`config.mk`:
```
export PLATFORM = sky130hd
export DESIGN_NAME = pcfg_host
export DESIGN_NICKNAME = d
export VERILOG_FILES = /design/src/rtl/pcfg_pkg.sv /design/src/rtl/pcfg_sync.sv /design/src/rtl/pcfg_count.sv /design/src/rtl/pcfg_host.sv
export SDC_FILE = /design/constraint.sdc
export NUM_CORES = 1
export LEC_CHECK = 0
export ABC_AREA = 0
export CAP_MARGIN = 20
export CORE_ASPECT_RATIO = 0.9
export CORE_MARGIN = 2
export CORE_UTILIZATION = 25
export DETAILED_ROUTE_END_ITERATION = 7
export HOLD_SLACK_MARGIN = 0.06
export MAX_ROUTING_LAYER = met4
export PLACE_DENSITY_LB_ADDON = 0.15
export REMOVE_ABC_BUFFERS = 1
export SYNTH_ARGS = -nofsm -noshare
export SYNTH_HDL_FRONTEND = slang
export SYNTH_SLANG_ARGS = --single-unit
export TNS_END_PERCENT = 50
```
`constraint.sdc`:
```
create_clock -name clk -period 4.35 [get_ports clk]
set_input_delay 0.6525 -clock clk [delete_from_list [all_inputs] [get_ports clk]]
set_output_delay 0.6525 -clock clk [all_outputs]
set_load 0.02 [all_outputs]
```
`src/rtl/pcfg_pkg.sv`:
```
package pcfg_pkg;

    typedef enum logic [2:0] {
        ST_IDLE   = 3'd0,
        ST_PULSE  = 3'd1,
        ST_WSTAT  = 3'd2,
        ST_LOW    = 3'd3,
        ST_HIGH   = 3'd4,
        ST_WINIT  = 3'd5,
        ST_OK     = 3'd6,
        ST_FAIL   = 3'd7
    } pcfg_state_e;

endpackage

```
`src/rtl/pcfg_sync.sv`:
```
// Multi-stage synchronizer for the target's asynchronous status lines.
module pcfg_sync #(
    parameter int STAGES = 2,
    parameter int W      = 3
) (
    input  logic         clk,
    input  logic         rst_n,
    input  logic [W-1:0] d,
    output logic [W-1:0] q
);
    generate
        if (STAGES == 0) begin : g_bypass
            assign q = d;
        end else begin : g_chain
            logic [STAGES-1:0][W-1:0] stage_d, stage_q;

            always_comb begin
                stage_d[0] = d;
                for (int i = 1; i < STAGES; i++) begin
                    stage_d[i] = stage_q[i-1];
                end
            end

            always_ff @(posedge clk or negedge rst_n) begin
                if (!rst_n) stage_q <= '0;
                else        stage_q <= stage_d;
            end

            assign q = stage_q[STAGES-1];
        end
    endgenerate
endmodule

```
`src/rtl/pcfg_count.sv`:
```
// Up-counter with clear priority; hit flags when the count has reached the limit.
module pcfg_count #(
    parameter int W = 8
) (
    input  logic         clk,
    input  logic         rst_n,
    input  logic         clr,
    input  logic         en,
    input  logic [W-1:0] limit,
    output logic         hit
);
    logic [W-1:0] cnt_d, cnt_q;

    always_comb begin
        cnt_d = cnt_q;
        if (clr)                     cnt_d = '0;
        else if (en && !(cnt_q >= limit)) cnt_d = cnt_q + W'(1);
    end

    always_ff @(posedge clk or negedge rst_n) begin
        if (!rst_n) cnt_q <= '0;
        else        cnt_q <= cnt_d;
    end

    assign hit = (cnt_q >= limit);
endmodule

```
`src/rtl/pcfg_host.sv`:
```
module pcfg_host
    import pcfg_pkg::*;
#(
    parameter int CLK_DIV      = 4,
    parameter int PULSE_CYCLES = 8,
    parameter int STAT_TIMEOUT = 1000,
    parameter int INIT_TIMEOUT = 1000,
    parameter int MAX_RETRY    = 3,
    parameter int LEN_W        = 24,
    parameter int SYNC_STAGES  = 2
) (
    input  logic             clk,
    input  logic             rst_n,
    input  logic             start,
    input  logic [LEN_W-1:0] image_len,
    input  logic [7:0]       s_data,
    input  logic             s_valid,
    output logic             s_ready,
    output logic             cfg_start_n,
    output logic             cfg_clk,
    output logic [7:0]       cfg_data,
    input  logic             tgt_status,
    input  logic             tgt_done,
    input  logic             tgt_init_done,
    output logic             load_busy,
    output logic             load_ok,
    output logic             load_fail
);
    localparam int PH_W   = $clog2(CLK_DIV + 1);
    localparam int TM_MAX = (PULSE_CYCLES > STAT_TIMEOUT)
                          ? ((PULSE_CYCLES > INIT_TIMEOUT) ? PULSE_CYCLES : INIT_TIMEOUT)
                          : ((STAT_TIMEOUT > INIT_TIMEOUT) ? STAT_TIMEOUT : INIT_TIMEOUT);
    localparam int TM_W   = $clog2(TM_MAX + 1);
    localparam int RT_W   = $clog2(MAX_RETRY + 2);

    typedef struct packed {
        pcfg_state_e      st;
        logic             pulse;      // start line asserted (output is inverted)
        logic             cclk;
        logic [7:0]       data;
        logic             have;
        logic [LEN_W-1:0] len;
        logic [LEN_W-1:0] sent;
        logic [RT_W-1:0]  tries;
        logic             ok;
        logic             fail;
        logic             init_prev;
        logic             init_seen;
    } regs_t;

    regs_t r_d, r_q;

    logic [2:0] sync_q;
    logic       stat_s, done_s, init_s;
    logic       tm_clr, tm_en, tm_hit;
    logic       ph_clr, ph_en, ph_hit;
    logic [TM_W-1:0] tm_limit;
    logic       do_fail;
    logic [LEN_W-1:0] sent_nx;

    pcfg_sync #(.STAGES(SYNC_STAGES), .W(3)) u_sync (
        .clk   (clk),
        .rst_n (rst_n),
        .d     ({tgt_status, tgt_done, tgt_init_done}),
        .q     (sync_q)
    );
    assign {stat_s, done_s, init_s} = sync_q;

    pcfg_count #(.W(TM_W)) u_timer (
        .clk   (clk),
        .rst_n (rst_n),
        .clr   (tm_clr),
        .en    (tm_en),
        .limit (tm_limit),
        .hit   (tm_hit)
    );

    pcfg_count #(.W(PH_W)) u_phase (
        .clk   (clk),
        .rst_n (rst_n),
        .clr   (ph_clr),
        .en    (ph_en),
        .limit (PH_W'(CLK_DIV - 1)),
        .hit   (ph_hit)
    );

    always_comb begin
        case (r_q.st)
            ST_PULSE: tm_limit = TM_W'(PULSE_CYCLES - 1);
            ST_WSTAT: tm_limit = TM_W'(STAT_TIMEOUT - 1);
            default:  tm_limit = TM_W'(INIT_TIMEOUT - 1);
        endcase
    end

    assign sent_nx = r_q.sent + LEN_W'(1);
    assign s_ready = (r_q.st == ST_LOW) && !r_q.have && stat_s;

    always_comb begin
        r_d     = r_q;
        tm_clr  = 1'b0;
        tm_en   = 1'b0;
        ph_clr  = 1'b0;
        ph_en   = 1'b0;
        do_fail = 1'b0;

        r_d.init_prev = init_s;
        if (init_s && !r_q.init_prev) r_d.init_seen = 1'b1;

        case (r_q.st)
            ST_IDLE, ST_OK, ST_FAIL: begin
                r_d.cclk = 1'b0;
                r_d.data = '0;
                if (start) begin
                    r_d.st        = ST_PULSE;
                    r_d.pulse     = 1'b1;
                    r_d.tries     = '0;
                    r_d.ok        = 1'b0;
                    r_d.fail      = 1'b0;
                    r_d.init_seen = 1'b0;
                    r_d.len       = image_len;
                    tm_clr        = 1'b1;
                end
            end
            ST_PULSE: begin
                tm_en         = 1'b1;
                r_d.init_seen = 1'b0;
                if (tm_hit) begin
                    r_d.st    = ST_WSTAT;
                    r_d.pulse = 1'b0;
                    tm_clr    = 1'b1;
                end
            end
            ST_WSTAT: begin
                tm_en = 1'b1;
                if (stat_s) begin
                    r_d.sent = '0;
                    r_d.have = 1'b0;
                    tm_clr   = 1'b1;
                    ph_clr   = 1'b1;
                    r_d.st   = (r_q.len == '0) ? ST_WINIT : ST_LOW;
                end else if (tm_hit) begin
                    do_fail = 1'b1;
                end
            end
            ST_LOW: begin
                if (!stat_s) begin
                    do_fail = 1'b1;
                end else if (!r_q.have) begin
                    if (s_valid) begin
                        r_d.data = s_data;
                        r_d.have = 1'b1;
                        ph_clr   = 1'b1;
                    end
                end else begin
                    ph_en = 1'b1;
                    if (ph_hit) begin
                        r_d.st   = ST_HIGH;
                        r_d.cclk = 1'b1;
                        ph_clr   = 1'b1;
                    end
                end
            end
            ST_HIGH: begin
                if (!stat_s) begin
                    do_fail = 1'b1;
                end else begin
                    ph_en = 1'b1;
                    if (ph_hit) begin
                        r_d.cclk = 1'b0;
                        r_d.have = 1'b0;
                        r_d.sent = sent_nx;
                        ph_clr   = 1'b1;
                        if (sent_nx == r_q.len) begin
                            r_d.st = ST_WINIT;
                            tm_clr = 1'b1;
                        end else begin
                            r_d.st = ST_LOW;
                        end
                    end
                end
            end
            ST_WINIT: begin
                tm_en = 1'b1;
                if (r_q.init_seen && done_s) begin
                    r_d.st   = ST_OK;
                    r_d.ok   = 1'b1;
                    r_d.data = '0;
                end else if (tm_hit) begin
                    do_fail = 1'b1;
                end
            end
            default: r_d.st = ST_IDLE;
        endcase

        if (do_fail) begin
            r_d.cclk = 1'b0;
            r_d.data = '0;
            r_d.have = 1'b0;
            tm_clr   = 1'b1;
            if (r_q.tries == RT_W'(MAX_RETRY)) begin
                r_d.st   = ST_FAIL;
                r_d.fail = 1'b1;
            end else begin
                r_d.tries     = r_q.tries + RT_W'(1);
                r_d.st        = ST_PULSE;
                r_d.pulse     = 1'b1;
                r_d.init_seen = 1'b0;
            end
        end
    end

    always_ff @(posedge clk or negedge rst_n) begin
        if (!rst_n) r_q <= '0;
        else        r_q <= r_d;
    end

    assign cfg_start_n = !r_q.pulse;
    assign cfg_clk     = r_q.cclk;
    assign cfg_data    = r_q.data;
    assign load_ok     = r_q.ok;
    assign load_fail   = r_q.fail;
    assign load_busy   = !(r_q.st == ST_IDLE || r_q.st == ST_OK || r_q.st == ST_FAIL);
endmodule

```
# After elaboration in Yosys (flattened, before gate mapping)
# Index checks and enable logic that the tools add are counted.
[word_totals]
elab_cells = 153
reg_bits = 88
out_inout_bits = 14
in_bits = 39
[op_classes]
add_sub_neg = 4
eq_ne = 25
n_reduce_logical = 33
n_mux = 73
order_cmp = 2
[ops]
columns = ["op", "count"]
rows = [
  ["$mux W24", 3],
  ["$pmux W24 S2", 1],
  ["$mux W3", 15],
  ["$mux W10", 4],
  ["$mux W1", 32],
  ["$add A24 B1 Y24 const B", 1],
  ["$eq A24 B24 Y1", 1],
  ["$logic_not A24 Y1", 1],
  ["$ne A3 B3 Y1 const B", 8],
  ["$pmux W8 S3", 1],
  ["$mux W9", 2],
  ["$pmux W3 S6", 1],
  ["$mux W14", 1],
  ["$eq A3 B3 Y1 const B", 4],
  ["$pmux W1 S3", 4],
  ["$reduce_bool A4 Y1", 3],
  ["$add A10 B1 Y10 const B", 1],
  ["$ge A10 B10 Y1", 1],
  ["$reduce_and A5 Y1", 2],
  ["$eq A3 B2 Y1 const B", 3],
  ["$ne A3 B2 Y1 const B", 3],
  ["$reduce_and A9 Y1", 1],
  ["$mux W4", 2],
  ["$mux W8", 1],
  ["other kinds (19)", 41],
]

# Depth between registers and ports, before layout
[logic_depth]
ltp_word = 8
ltp_mapped = 9
mapped_depth_nobuf = 9

# Hierarchy
# From an unflattened synthesis, not the netlist that was laid out.
[hier_totals]
hier_cells = 592
hier_area_um2 = 5689.2
[modules_own_cells]
columns = ["module", "seq_area_each_um2", "instances", "cells_each", "area_per_inst_um2"]
rows = [
  ["pcfg_host", 1726.7, 1, 465, 4421.7],
  ["pcfg_count (u_timer)", 250.2, 1, 94, 852.1],
  ["pcfg_count (u_phase)", 75.1, 1, 27, 265.3],
  ["pcfg_sync", 150.1, 1, 6, 150.1],
]

# Worst setup path after synthesis
# OpenSTA, ideal clock, no wires.
[synth_timing]
kind = "register -> register"
start = "reg r_q[7] (netlist name)"
end = "reg r_q[68] (netlist name)"
setup_slack_ns = 1.835
path_stages_with_launch = 10
period_less_slack_ns = 2.515
path_buffers = 1
setup_time_ns = 0.076
arrival_time_ns = 2.439
required_ns = 4.274
path_cell_list = "dfrtp_1 > ha_1 > nand3_1 > buf_2 > or3_1 > xnor2_1 > nor4_1 > nand4_1 > or4_1 > o21ai_1"
[synth_via]
elab_chain_len = 7
[synth_rtl]
columns = ["item", "line", "rtl"]
rows = [
  ["from (decl)", "pcfg_host.sv:51", "regs_t r_d, r_q;"],
  ["from (signal assigned)", "pcfg_host.sv:214", "else r_q <= r_d;"],
  ["$add A24 B1 Y24", "pcfg_host.sv:95", "assign sent_nx = r_q.sent + LEN_W'(1);"],
  ["$eq A24 B24 Y1", "pcfg_host.sv:173", "if (sent_nx == r_q.len) begin"],
  ["$mux W3", "pcfg_host.sv:173", ""],
  ["$mux W3", "pcfg_host.sv:168", "if (ph_hit) begin"],
  ["$mux W3", "pcfg_host.sv:164", "if (!stat_s) begin"],
  ["$pmux W3 S6", "pcfg_host.sv:109", "case (r_q.st)"],
  ["$mux W14", "pcfg_host.sv:195", "if (do_fail) begin"],
]
# Every way passes these cells. The select of a mux whose other input is x is not followed.
# A chain may end at the register's enable or synchronous reset.

# Worst setup path after layout
[layout_timing]
start = "reg r_q[7] (netlist name)"
end = "reg u_timer.cnt_q[2]"
[layout_via]
elab_chain_len = 8
word_cells_on_any_way = 9
cone_classes = "add/sub (1); eq/ne (1); mux (6); reduce/logical (1)"
[layout_rtl]
columns = ["item", "line", "rtl"]
rows = [
  ["$add A24 B1 Y24 (*)", "pcfg_host.sv:95", ""],
  ["$eq A24 B24 Y1 (*)", "pcfg_host.sv:173", ""],
  ["$mux W1 (*)", "pcfg_host.sv:173", ""],
  ["$mux W1 (*)", "pcfg_host.sv:168", ""],
  ["$mux W1 (*)", "pcfg_host.sv:164", ""],
  ["$pmux W1 S4 (*)", "pcfg_host.sv:109", ""],
  ["$mux W1 (*)", "pcfg_host.sv:195", ""],
  ["$mux W10 or $reduce_bool A2 Y1 (tied branches)", "-", ""],
  ["to (signal assigned)", "pcfg_count.sv:22", "else cnt_q <= cnt_d;"],
  ["to (decl)", "pcfg_count.sv:12", "logic [W-1:0] cnt_d, cnt_q;"],
]
# Mark *: on every way between the ends. The rest lies on a longest branch, timed or not.

==> results.txt <==
----------------------------------------------------
[CTS]
  Clk slew on worst S/H paths ... 0.07 ns
  Hold bufs inserted after CTS ... 0
  Root buf cell ... sky130_fd_sc_hd__clkbuf_16
  Clock insertion delay at the later pin of the skew report ... 0.35 ns
  Maximum clock insertion buffer count ... 2
  Clock tree from TritonCTS ... done
  Post-cts repair resize count ... 0
  CTS Buf Count ... 9
  H-tree depth ... 3
  Total clock sinks ... 88
  Number of buffers inserted to repair setup after CTS ... 0

[Synthesis]
  Fraction of the yosys area taken by sequential cells ... 43.82%
  Synth cell count leaders ... 88 x sky130_fd_sc_hd__dfrtp_1, 41 x sky130_fd_sc_hd__nand2_1, 41 x sky130_fd_sc_hd__o21ai_0
  Number of enable flip-flop cells after synthesis ... 0
  Most numerous cell in the Yosys netlist ... sky130_fd_sc_hd__dfrtp_1
  Count of unique library cells instantiated by Yosys ... 57
  Synthesized cell area ... 5025 µm²
  Synth warn ... 0
  Gate Count Post-Synth ... 523
  Cell type contributing the most total cell area after synthesis ... sky130_fd_sc_hd__dfrtp_1
  Post-synth top flop ... sky130_fd_sc_hd__dfrtp_1
  Synth async-reset ratio ... 100.0%
  Area share of the leading cell type in the synthesized netlist ... 43.82%
  Top cells by area, synth ... sky130_fd_sc_hd__dfrtp_1 44%, sky130_fd_sc_hd__mux2_2 5.6%, sky130_fd_sc_hd__xnor2_1 4.5%
  Yosys reg bits ... 88
  Synth Area per Inst ... 9.608 µm²

[Placed design]
  Placer congestion estimate ... 0.8207
  Port-buffer cells ... 52
  Final HPWL DP ... 8989 µm
  Instance count after placement with tap cells included ... 797
  Cell area after placement ... 5710 µm²

[Worst setup path]
  Setup crit start kind ... register
  Critical path fanouts, max ... 11
  Crit end category ... register
  Worst setup path class ... register to register
  Data arrival time of the worst path ... 3.42 ns
  Required @ worst endpoint ... 4.55 ns

[GRT]
  Congestion Overflow GR ... 0
  Via count of the first global-routing pass ... 4024
  Global-route total usage across every layer ... 12.95%
  First-pass GRT wire length ... 21510 µm
  Maximum number of pins on one net before global-route repair ... 59
  Antenna violations before repair ... 0

[Layout]
  Net count of the finished layout ... 597
  Finished layout cell area ... 6062 µm²
  Layout overhead on the synthesized area ... 20.64%
  Non-filler instance count after layout ... 813
  Fill cell instance count of the final layout ... 2075
  Antenna cell count ... 0
  Fraction of layout instances using a drive strength above 1 ... 10.04%

[Pwr]
  LEAKAGE ... 2.442 nW
  Highest ir drop seen on vdd ... 0.2526 mV
  Sum of internal, switching and leakage power ... 3.480 mW
  PwrDens ... 574.1 nW/µm²

[Route]
  Drt pass-1 iters ... 4
  Post-DR vias/cell ... 4.994
  Final WL ... 13000 µm
  Detail-routed net length per standard cell ... 15.99 µm
  Iteration-0 DRC count of the detailed router ... 298
  Vias ... 4060
  DRC ... 0
  Post-route ant nets ... 0

[Timing]
  Total setup violations reported at the end of the flow ... 0
  Clock skew after layout ... 0.01404 ns
  Slew headroom ... 33.30%
  Peak clock frequency supported by timing ... 310.2 MHz
  Worst-Margin Slew ... 0.9928 ns
  Final worst path period share ... 74.12%
  Endpoints failing hold ... 0
  Final sum of negative setup slack ... 0 ns
  Hold slack final ... 0.3331 ns
  RSZ-0062 raised after global routing ... false
  Max-slew violations ... 0
  Final critical path time including I/O delays and setup ... 3.224 ns

[Floorplan]
  Top Ports ... 53
  Cell Rows ... 49
  Starting density of the core ... 25.30%
  Width of the die ... 153.4 µm
  Die area ... 21250 µm²
  Core ar. ... 19860 µm²
  Y dimension of the die ... 138.5 µm

[Outcome]
  Outcome ... completed

[Job]
  Max Cap Violations ... 0

[Min path]
  Path type of the worst min-delay path ... register to register

----------------------------------------------------
-- final timing paths --
check / to / cells past startpoint / startpoint / slack (ns)
min in group asynchronous: r_q[33] / 1 / rst_n / 0.39
worst min register to register: u_sync.q[2] / 0 / u_sync.g_chain.stage_d[5] / 0.33
worst max-delay path: u_timer.cnt_q[2] / 8 / r_q[7] / 1.13
worst max register to register: u_timer.cnt_q[2] / 8 / r_q[7] / 1.13
worst min-delay path: u_sync.q[2] / 0 / u_sync.g_chain.stage_d[5] / 0.33
max in group asynchronous: r_q[52] / 2 / rst_n / 3.04
-- final cells by class --
type | instances | area, µm² | share of cell area [%]
multi-input combinational | 388 | 2603 | 42.93
sequential | 88 | 2202 | 36.33
timing repair buffer | 57 | 553.0 | 9.123
tap | 255 | 319.1 | 5.263
clock buffer | 9 | 225.2 | 3.715
clock inverter | 7 | 126.4 | 2.085
inverter | 9 | 33.78 | 0.5573
-- registers in the layout (all words and copies together) (netlist names) --
register / cells
u_timer.cnt_q: 10
u_phase.cnt_q: 3
cfg_data: 8
cfg_clk: 1
r_q: 58
u_sync.g_chain.stage_d: 3
load_fail: 1
load_ok: 1
u_sync.q: 3
-- critical path, stage by stage (launching register included) --
cell and delay [ns]:
sky130_fd_sc_hd__dfrtp_1 0.44, sky130_fd_sc_hd__ha_1 0.24, sky130_fd_sc_hd__nand3_1 0.38, sky130_fd_sc_hd__or3_1 0.55, sky130_fd_sc_hd__xnor2_1 0.15, sky130_fd_sc_hd__nor4_1 0.34, sky130_fd_sc_hd__nand4_1 0.29, sky130_fd_sc_hd__nor4_4 0.57
sky130_fd_sc_hd__nor3_1 0.11
-- metrics by stage --
step / util, % / setup slack (ns)
2_1_floorplan: - / 1.565
3_3_place_gp: 28.72 / 1.140
3_5_place_dp: 28.75 / 1.110
4_1_cts: 30.52 / 1.112
5_1_grt: 30.52 / 0.7740
6_report: 30.52 / 1.126
-- layer usage --
| layer | share of wire, % | track usage [%] |
|---|---|---|
| met1 | 49 | 16.99 |
| met2 | 46 | 19.38 |
| met3 | 3.9 | 3.793 |
| met4 | 1.4 | 3.911 |
| met5 | 0 | - |
-- cells in the final DEF, fill, tap and decap left out, types with 18 or more instances in the layout --
| cell type | n |
|---|---|
| sky130_fd_sc_hd__dfrtp_1 | 88 |
| sky130_fd_sc_hd__clkdlybuf4s50_1 | 51 |
| sky130_fd_sc_hd__nand2_1 | 41 |
| sky130_fd_sc_hd__o21ai_0 | 41 |
| sky130_fd_sc_hd__nor2_1 | 35 |
| sky130_fd_sc_hd__xnor2_1 | 26 |
| sky130_fd_sc_hd__mux2_2 | 25 |
| sky130_fd_sc_hd__nor3_1 | 22 |
| sky130_fd_sc_hd__a21oi_1 | 18 |
-- cells by family (layout without fill, tap and decap cells) --
kind of cell / after synthesis / count (layout) / synth area share [%]
simple gates: 185 / 185 / 19.87
compound gates: 123 / 123 / 15.81
flops: 88 / 88 / 43.82
buf+inv: 47 / 82 / 4.482
xor+xnor: 44 / 44 / 7.968
mux: 31 / 31 / 6.798
fa+ha+maj: 5 / 5 / 1.245
-- power by group --
group          internal (mW)  switching, mW
Sequential              1.03          0.285
Clock                  0.570          0.357
Combinational          0.602          0.635
Total                   2.20           1.28
(Power assumes the default switching activity.)
